<file path="config.mk">
export PLATFORM = sky130hd
export DESIGN_NAME = strobe_bus_rx
export DESIGN_NICKNAME = d
export VERILOG_FILES = /design/src/rtl/strobe_bus_rx.sv
export SDC_FILE = /design/constraint.sdc
export NUM_CORES = 1
export LEC_CHECK = 0
export ABC_AREA = 1
export BUFFER_PORTS_ARGS = -buffer_cell sky130_fd_sc_hd__buf_2
export CORE_ASPECT_RATIO = 1.5
export CORE_UTILIZATION = 46
export CTS_CLUSTER_DIAMETER = 60
export CTS_CLUSTER_SIZE = 8
export DETAILED_ROUTE_END_ITERATION = 8
export PLACE_DENSITY = 0.6
export SYNTH_ARGS = -nofsm -noshare
export SYNTH_HDL_FRONTEND = slang
export SYNTH_SLANG_ARGS = --single-unit
</file>
<file path="constraint.sdc">
create_clock -name clk -period 3.8 [get_ports clk]
set_input_delay 0.19 -clock clk [delete_from_list [all_inputs] [get_ports clk]]
set_output_delay 0.19 -clock clk [all_outputs]
set_load 0.005 [all_outputs]
</file>
<file path="src/rtl/strobe_bus_rx.sv">
`timescale 1ns/1ps
module strobe_bus_rx #(
  parameter int GAP_MAX = 64
) (
  input  logic       clk,
  input  logic       rst_n,
  input  logic       bus_data,
  input  logic       bus_strobe,
  input  logic [7:0] node_addr,
  output logic [7:0] byte_data,
  output logic       byte_valid,
  output logic       frame_done,
  output logic       frame_error
);
  localparam int CW = $clog2(GAP_MAX + 1);
  localparam logic [CW-1:0] GAP_LAST = CW'(GAP_MAX - 1);
  localparam logic [CW-1:0] GAP_SAT  = CW'(GAP_MAX);

  typedef enum logic [1:0] {S_WAIT, S_ARM, S_RECV} st_t;

  logic          d_s1, d_s2, s_s1, s_s2, s_prev;
  logic [CW-1:0] gap_cnt;
  st_t           state;
  logic [6:0]    shreg;
  logic [2:0]    bit_cnt;
  logic [4:0]    byte_idx;
  logic [3:0]    len;
  logic [15:0]   crc;
  logic [7:0]    crc_hi;
  logic          match;

  function automatic logic [15:0] crc_step(input logic [15:0] c, input logic b);
    crc_step = {c[14:0], 1'b0} ^ ((c[15] ^ b) ? 16'h1021 : 16'h0000);
  endfunction

  wire       edge_any = s_s2 ^ s_prev;
  wire       rise     = s_s2 & ~s_prev;
  wire       timeout  = !edge_any && (gap_cnt == GAP_LAST);
  wire [7:0] nbyte    = {shreg, d_s2};
  wire [4:0] body_end = 5'd3 + 5'(len);
  wire       in_body  = (byte_idx < 5'd3) || (byte_idx < body_end);
  wire       last_bit = (bit_cnt == 3'd7);

  always_ff @(posedge clk or negedge rst_n) begin
    if (!rst_n) begin
      d_s1 <= 1'b0; d_s2 <= 1'b0;
      s_s1 <= 1'b0; s_s2 <= 1'b0; s_prev <= 1'b0;
    end else begin
      d_s1 <= bus_data;   d_s2 <= d_s1;
      s_s1 <= bus_strobe; s_s2 <= s_s1; s_prev <= s_s2;
    end
  end

  always_ff @(posedge clk or negedge rst_n) begin
    if (!rst_n)                gap_cnt <= '0;
    else if (edge_any)         gap_cnt <= '0;
    else if (gap_cnt != GAP_SAT) gap_cnt <= gap_cnt + 1'b1;
  end

  always_ff @(posedge clk or negedge rst_n) begin
    if (!rst_n) begin
      state       <= S_WAIT;
      shreg       <= '0;
      bit_cnt     <= '0;
      byte_idx    <= '0;
      len         <= '0;
      crc         <= 16'hFFFF;
      crc_hi      <= '0;
      match       <= 1'b0;
      byte_data   <= '0;
      byte_valid  <= 1'b0;
      frame_done  <= 1'b0;
      frame_error <= 1'b0;
    end else begin
      byte_valid  <= 1'b0;
      frame_done  <= 1'b0;
      frame_error <= 1'b0;
      if (timeout) begin
        state <= S_ARM;
      end else if (rise) begin
        case (state)
          S_ARM: begin
            state    <= S_RECV;
            shreg    <= {6'b0, d_s2};
            bit_cnt  <= 3'd1;
            byte_idx <= '0;
            len      <= '0;
            match    <= 1'b0;
            crc      <= crc_step(16'hFFFF, d_s2);
          end
          S_RECV: begin
            if (in_body) crc <= crc_step(crc, d_s2);
            shreg   <= nbyte[6:0];
            bit_cnt <= bit_cnt + 1'b1;
            if (last_bit) begin
              byte_idx <= byte_idx + 1'b1;
              if (byte_idx == 5'd1) begin
                match <= (nbyte == node_addr);
              end else if (byte_idx == 5'd2) begin
                len <= nbyte[3:0];
              end else if (in_body) begin
                if (match) begin
                  byte_data  <= nbyte;
                  byte_valid <= 1'b1;
                end
              end else if (byte_idx == body_end) begin
                crc_hi <= nbyte;
              end else begin
                state <= S_WAIT;
                if (match) begin
                  if ({crc_hi, nbyte} == crc) frame_done  <= 1'b1;
                  else                        frame_error <= 1'b1;
                end
              end
            end
          end
          default: ;
        endcase
      end
    end
  end

  assert_flags_exclusive_R9: assert property (@(posedge clk) disable iff (!rst_n)
    !(frame_done && frame_error));

  assert_done_pulse_R8: assert property (@(posedge clk) disable iff (!rst_n)
    frame_done |=> !frame_done);

  assert_error_pulse_R9: assert property (@(posedge clk) disable iff (!rst_n)
    frame_error |=> !frame_error);

  assert_only_matched_R6: assert property (@(posedge clk) disable iff (!rst_n)
    (byte_valid || frame_done || frame_error) |-> match);

  assert_byte_in_frame_R7: assert property (@(posedge clk) disable iff (!rst_n)
    byte_valid |-> (state == S_RECV));

  assert_start_after_silence_R3: assert property (@(posedge clk) disable iff (!rst_n)
    ((state == S_RECV) && ($past(state) != S_RECV)) |-> ($past(state) == S_ARM));

  assert_end_leaves_frame_R10: assert property (@(posedge clk) disable iff (!rst_n)
    (frame_done || frame_error) |-> (state == S_WAIT));

endmodule

</file>
==> flow_summary.ini, run 1 <==
[worst_setup_path]
crit_chain = inv_1 -> ha_1 -> nand3b_1 -> ha_1 -> nand2_1 -> nor2_1 -> nand2_1 -> a21boi_0 -> nor2_1 -> nand2_1 -> nand2_1 -> nand2_1
max_stage_delay_ns = 0.40
required_ns = 4.02
worst-setup-path-type = flip-flop to flip-flop
crit_fanout = 12
path_depth = 12
cp_common_cell = nand2_1
r2r-end = state[0]$_DFFE_PN0P_
rr_worst_depth = 12
crit-reg2reg-launch = len[0]$_DFFE_PN0P_
r2r_slack_ns = 1.50
critPathTopFamily = simple AND/OR/NAND/NOR gates
slowest_stage = nand2_1
crit_buf_inv = 1
end_kind = flip-flop
arrival_ns = 2.52
start_kind = flip-flop

[sta]
finalCritPeriodShare = 0.605
fin_skew_ns = 0.00701
finalHoldViolations = 0
slew_headroom = 0.469
slew_viol_final = 0
fin_worst_hold_slack_ns = 0.247
clock.fmax_mhz = 435
worst_pin_slew_ns = 0.797
finalSetupTns_ns = 0
setup_viol = 0
rsz0062_at_grt = no
min_period_ns = 2.30
worst_slack_ns = 1.50

[layout]
final_nets = 573
fillers = 851
diodes = 0
drive_gt1_frac = 0.171
area_delta_synth_final_pct = 12.4

[synthesis]
ys_types = 38
avgSynthCellArea_sq_um = 7.82
yosys-top-cells-count = 185 x nand2_1, 60 x inv_1, 53 x dfrtp_1, 37 x nor2_1, 28 x o21ai_0
syn-num-nets = 550
synth_seq_cells = 69
synth_edf_count = 0
async_flop_share = 1.00
synthesis.instances = 522
ys_top_cells_by_area = dfrtp_1 32%, nand2_1 17%, dfstp_2 10%
synthFlopType = dfrtp_1
ys.warnings.count = 0
yosysMostFrequentCell = nand2_1
synth.largest_area_cell = dfrtp_1
ys_seq_area_frac = 0.428
yosysTopAreaCellShare = 0.325
syn-cell-area_sq_mm = 0.00408

[route]
via_count = 3259
routedWlPerCell_um = 13.9
firstDrtPassIters = 4
route.antenna.remaining_nets = 0
wirelength_um = 9130
vias_per_cell = 4.96
drtIter0Drc = 226
drc = 0

[placed_design]
post-place-ws_ns = 1.53
gp_congestion = 0.844
dp_hpwl_um = 6600
port_buffers = 22

[grt]
grt_max_degree = 36
grt_use_total = 0.223
grt_pass1_vias = 3145
antenna_found_initial = 0
overflow = 0
grt_pass1_wl_um = 15500

[power_and_ir_drop]
power_density_mw_per_mm2 = 369
p_leak_nw = 2.25
vdd.ir_drop.worst_mv = 0.225
report.power.total_w = 0.00169

[die]
start_util = 0.479
die_area_sq_mm = 0.00926
die_h_um = 117
die_w_um = 78.9
ios = 23
placeableCoreArea_sq_mm = 0.00852
rows = 41

[flow_run]
drv_cap = 0

[min_path]
hold_path_class = primary input to flip-flop
hold_depth = 6
worstHoldStart = node_addr[3]
holdPathEnd = match$_DFFE_PN0P_

[clocking]
htree_levels = 3
clockBufferDepth = 2
clk_pin_slew_ns = 0.06
clk_latency_ns = 0.34
cts_buffers = 9
cts_tree = yes
post_cts_resized = 0
clock-root-buffer = clkbuf_16
cts_setup_buffers = 0
cts_sinks = 69

[outcome]
status = finished, final reports clean
==> cells by family after synthesis <==
group	Yosys count	synth area share
AND/OR/NAND/NOR	287	0.323
XOR/XNOR	16	0.0343
flip-flops	69	0.428
AO/OA/AOI/OAI	55	0.0831
buffers and inverters	79	0.0822
adder cells (fa/ha/maj)	16	0.0490
==> stage by stage <==
step	instances	cell area [sq um]	utilization
detailed placement	638	4250	0.499
global placement	638	4250	0.499
CTS	657	4590	0.539
finish	657	4590	0.539
global route	657	4590	0.539
floorplan	522	4080	-
==> worst reg2reg max path, stage by stage (launching register included) <==
cell	delay, ns
dfrtp_1	0.37
inv_1	0.08
ha_1	0.21
nand3b_1	0.17
ha_1	0.30
nand2_1	0.09
nor2_1	0.06
nand2_1	0.40
a21boi_0	0.17
nor2_1	0.17
nand2_1	0.08
nand2_1	0.06
nand2_1	0.04
==> registers in the layout, indices dropped and copies added, names as in the netlist, 2 cells and up <==
name,flops
state,2
shreg,7
byte_idx,5
len,4
gap_cnt,7
bit_cnt,3
crc,16
byte_data,8
crc_hi,8
==> final cells by class <==
| type | instances | area, sq um | area share |
|---|---|---|---|
| multi-input combinational | 374 | 2000 | 0.436 |
| sequential | 69 | 1750 | 0.381 |
| inverter | 63 | 236 | 0.0516 |
| clock buffer | 11 | 233 | 0.0507 |
| timing repair buffer | 28 | 163 | 0.0355 |
| tap | 107 | 134 | 0.0292 |
| clock inverter | 5 | 75.1 | 0.0164 |
==> timing repair <==
item,CTS,global route
setup endpoints to repair,0,0
hold buffers,3,0
hold endpoints to repair,36,0
==> placed cells by master (no fill, tap or decap), drive strengths merged <==
cell type,netlist,routed
nor2,43,43
ha,16,16
dfrtp,53,53
o211ai,1,1
xor2,7,7
and2,1,1
nand3,17,17
nor3,3,3
bufinv,0,2
clkinv,0,3
a21boi,1,1
nand3b,2,2
nand2,195,195
o21ai,40,40
dfstp,16,16
o22ai,4,4
xnor2,9,9
dlygate4sd3,0,3
clkbuf,5,11
or2,4,4
buf,11,25
inv,63,63
nand4,22,22
a31oi,1,1
a21oi,8,8
==> per-layer routing <==
metal | GRT usage | routed length [um]
met1 | 0.268 | 3990
met2 | 0.383 | 4730
met3 | 0.0467 | 239
met4 | 0.0864 | 159
met5 | 0 | 0
==> report_power, final <==
| part | leakage [nW] | internal (W) | switching, W | total, W |
|---|---|---|---|---|
| registers | 0.886 | 0.000744 | 0.00000720 | 0.000751 |
| clock network | 0.153 | 0.000571 | 0.000312 | 0.000883 |
| logic | 1.21 | 0.0000201 | 0.0000404 | 0.0000605 |
==> worst max-delay path by stage <==
| stage | from | to | slack (ns) |
|---|---|---|---|
| after global routing | len[0]$_DFFE_PN0P_ | state[0]$_DFFE_PN0P_ | 1.29 |
| after global placement | len[0]$_DFFE_PN0P_ | state[0]$_DFFE_PN0P_ | 1.52 |
| final | len[0]$_DFFE_PN0P_ | state[0]$_DFFE_PN0P_ | 1.50 |
| after floorplan | len[0]$_DFFE_PN0P_ | byte_data[6]$_DFFE_PN0P_ | 1.84 |
| after detailed placement | len[0]$_DFFE_PN0P_ | state[1]$_DFFE_PN0P_ | 1.53 |
| after CTS | len[0]$_DFFE_PN0P_ | state[1]$_DFFE_PN0P_ | 1.51 |
Power figures use the tool's default switching activity.
==> inputs of run 2 (changes only) <==
--- a/config.mk
+++ b/config.mk
@@ -12,7 +12,7 @@
 export CTS_CLUSTER_DIAMETER = 60
 export CTS_CLUSTER_SIZE = 8
 export DETAILED_ROUTE_END_ITERATION = 8
-export PLACE_DENSITY = 0.6
+export PLACE_DENSITY = 0.62
 export SYNTH_ARGS = -nofsm -noshare
 export SYNTH_HDL_FRONTEND = slang
 export SYNTH_SLANG_ARGS = --single-unit
==> constraint.sdc (replaced) <==
create_clock -name clk -period 2.1 [get_ports clk]
set_input_delay 0.105 -clock clk [delete_from_list [all_inputs] [get_ports clk]]
set_output_delay 0.105 -clock clk [all_outputs]
set_load 0.005 [all_outputs]
==> flow_summary.ini, run 2 (synthesized netlist as in run 1, its figures left out) <==
[sta]
finalHoldViolations = 0
slew_viol_final = 0
fin_worst_hold_slack_ns = 0.176
rsz0062_at_grt = yes
worst_pin_slew_ns = 0.567
min_period_ns = 2.14
worst_slack_ns = -0.0404
setup_viol = 17
clock.fmax_mhz = 467
fin_skew_ns = 0.00629
slew_headroom = 0.622
finalCritPeriodShare = 1.02

[clocking]
cts_sinks = 69
clk_latency_ns = 0.33
htree_levels = 3
clock-root-buffer = clkbuf_16
cts_buffers = 9
clk_pin_slew_ns = 0.05
cts_tree = yes
clockBufferDepth = 2

[layout]
top_regs = crc: 16 flops, byte_data: 8 flops, crc_hi: 8 flops
final_nets = 587
largest_register = crc
final_cell_mix = 168 x nand2_1, 57 x inv_1, 53 x dfrtp_1, 34 x nor2_1, 27 x o21ai_0
area_delta_synth_final_pct = 18.4
mostFrequentLayoutCell = nand2_1
largest_register_ffs = 16
stdcell_count = 671
drive_gt1_frac = 0.239
diodes = 0

[worst_setup_path]
max_stage_delay_ns = 0.38
worst-setup-path-type = flip-flop to flip-flop
required_ns = 2.37
critPathTopFamily = simple AND/OR/NAND/NOR gates
start_kind = flip-flop
crit_chain = inv_2 -> ha_4 -> nand3b_1 -> ha_4 -> nand2_4 -> nor2_4 -> nand2_2 -> nand3_4 -> nand3_4 -> nand3_4 -> nand2_1 -> nand2_1
arrival_ns = 2.41
crit_fanout = 8
end_kind = flip-flop
cp_common_cell = nand3_4
slowest_stage = dfrtp_1
crit_buf_inv = 1

[power_and_ir_drop]
p_leak_nw = 2.33
p_comb_frac = 0.042
pwr-share-seq = 0.471
power_density_mw_per_mm2 = 595
power.switching_w = 0.000630
swShare = 0.219
power.clock.fraction = 0.486
internal_power_w = 0.00225
vdd.ir_drop.worst_mv = 0.408

[outcome]
status = finished, violations left
violations = setup timing

[route]
wirelength_um = 9850
via_count = 3428
routedWlPerCell_um = 14.7
drc = 0
drtIter0Drc = 154
vias_per_cell = 5.11
firstDrtPassIters = 4
route.antenna.remaining_nets = 0

[grt]
grt_use_total = 0.224
grt_pass1_vias = 3319
overflow = 0
grt_pass1_wl_um = 15600
antenna_found_initial = 0
grt_max_degree = 70

[die]
rows = 41
die_area_sq_mm = 0.00926
die_h_um = 117
ios = 23
start_util = 0.479
die_w_um = 78.9
placeableCoreArea_sq_mm = 0.00852

[placed_design]
gp_congestion = 0.795
dp_hpwl_um = 6810
port_buffers = 22
dp_cells = 649
post-place-ws_ns = -0.0549

[flow_run]
drv_cap = 0

[min_path]
hold_path_class = primary input to flip-flop
## run 2: area by class of cell
cell class,instances,area (sq um)
multi-input combinational,377,2160
clock inverter,4,22.5
fill,805,3680
inverter,63,236
timing repair buffer,39,278
sequential,69,1750
clock buffer,12,256
tap,107,134
## run 2: routing by layer
layer | routed length (um) | track usage
met1 | 4030 | 0.247
met2 | 5160 | 0.399
met3 | 262 | 0.0444
met4 | 396 | 0.110
met5 | 0 | 0
## run 2: metrics by stage
stage               area, sq um  TNS, ns  power, W   util
finish                     4830   -0.286   0.00288  0.568
global route               4830    -3.88   0.00298  0.568
CTS                        4700        0   0.00290  0.551
detailed placement         4360   -0.275   0.00150  0.512
global placement           4360  -0.0688   0.00149  0.512
floorplan                  4080        0   0.00143      -
## run 2: tightest hold or removal path, cell delays in order
cell	delay (ns)
buf_2	0.09
xnor2_1	0.05
nand4_1	0.08
nor2_1	0.05
nand3_1	0.05
nand2_1	0.04
## run 2: worst paths after layout
path | from | end | slack, ns | cells past startpoint
setup / recovery | len[0]$_DFFE_PN0P_ | crc[2]$_DFFE_PN1P_ | -0.04 | 12
hold / removal | node_addr[3] | match$_DFFE_PN0P_ | 0.18 | 6
setup reg to reg | len[0]$_DFFE_PN0P_ | crc[2]$_DFFE_PN1P_ | -0.04 | 12
hold reg to reg | s_s1$_DFF_PN0_ | s_s2$_DFF_PN0_ | 0.35 | 0
max in group asynchronous | rst_n | crc[10]$_DFFE_PN1P_ | 1.45 | 3
min in group asynchronous | rst_n | byte_data[7]$_DFFE_PN0P_ | 0.32 | 3
## run 2: timing repair
item	in CTS	in global routing
pin swaps	2	23
hold endpoints to repair	55	0
gates resized for setup	5	32
endpoints found under the setup margin	11	35
buffers inserted	0	1
cloned	1	2
hold buffers	3	0
## run 2: power by group through the flow
stage	combinational (W)	sequential, W	clock [W]
after global routing	0.000141	0.00136	0.00149
final	0.000122	0.00136	0.00140
after CTS	0.000124	0.00136	0.00142
after detailed placement	0.000120	0.00138	0
after global placement	0.000115	0.00138	0
after floorplan	0.0000571	0.00138	0
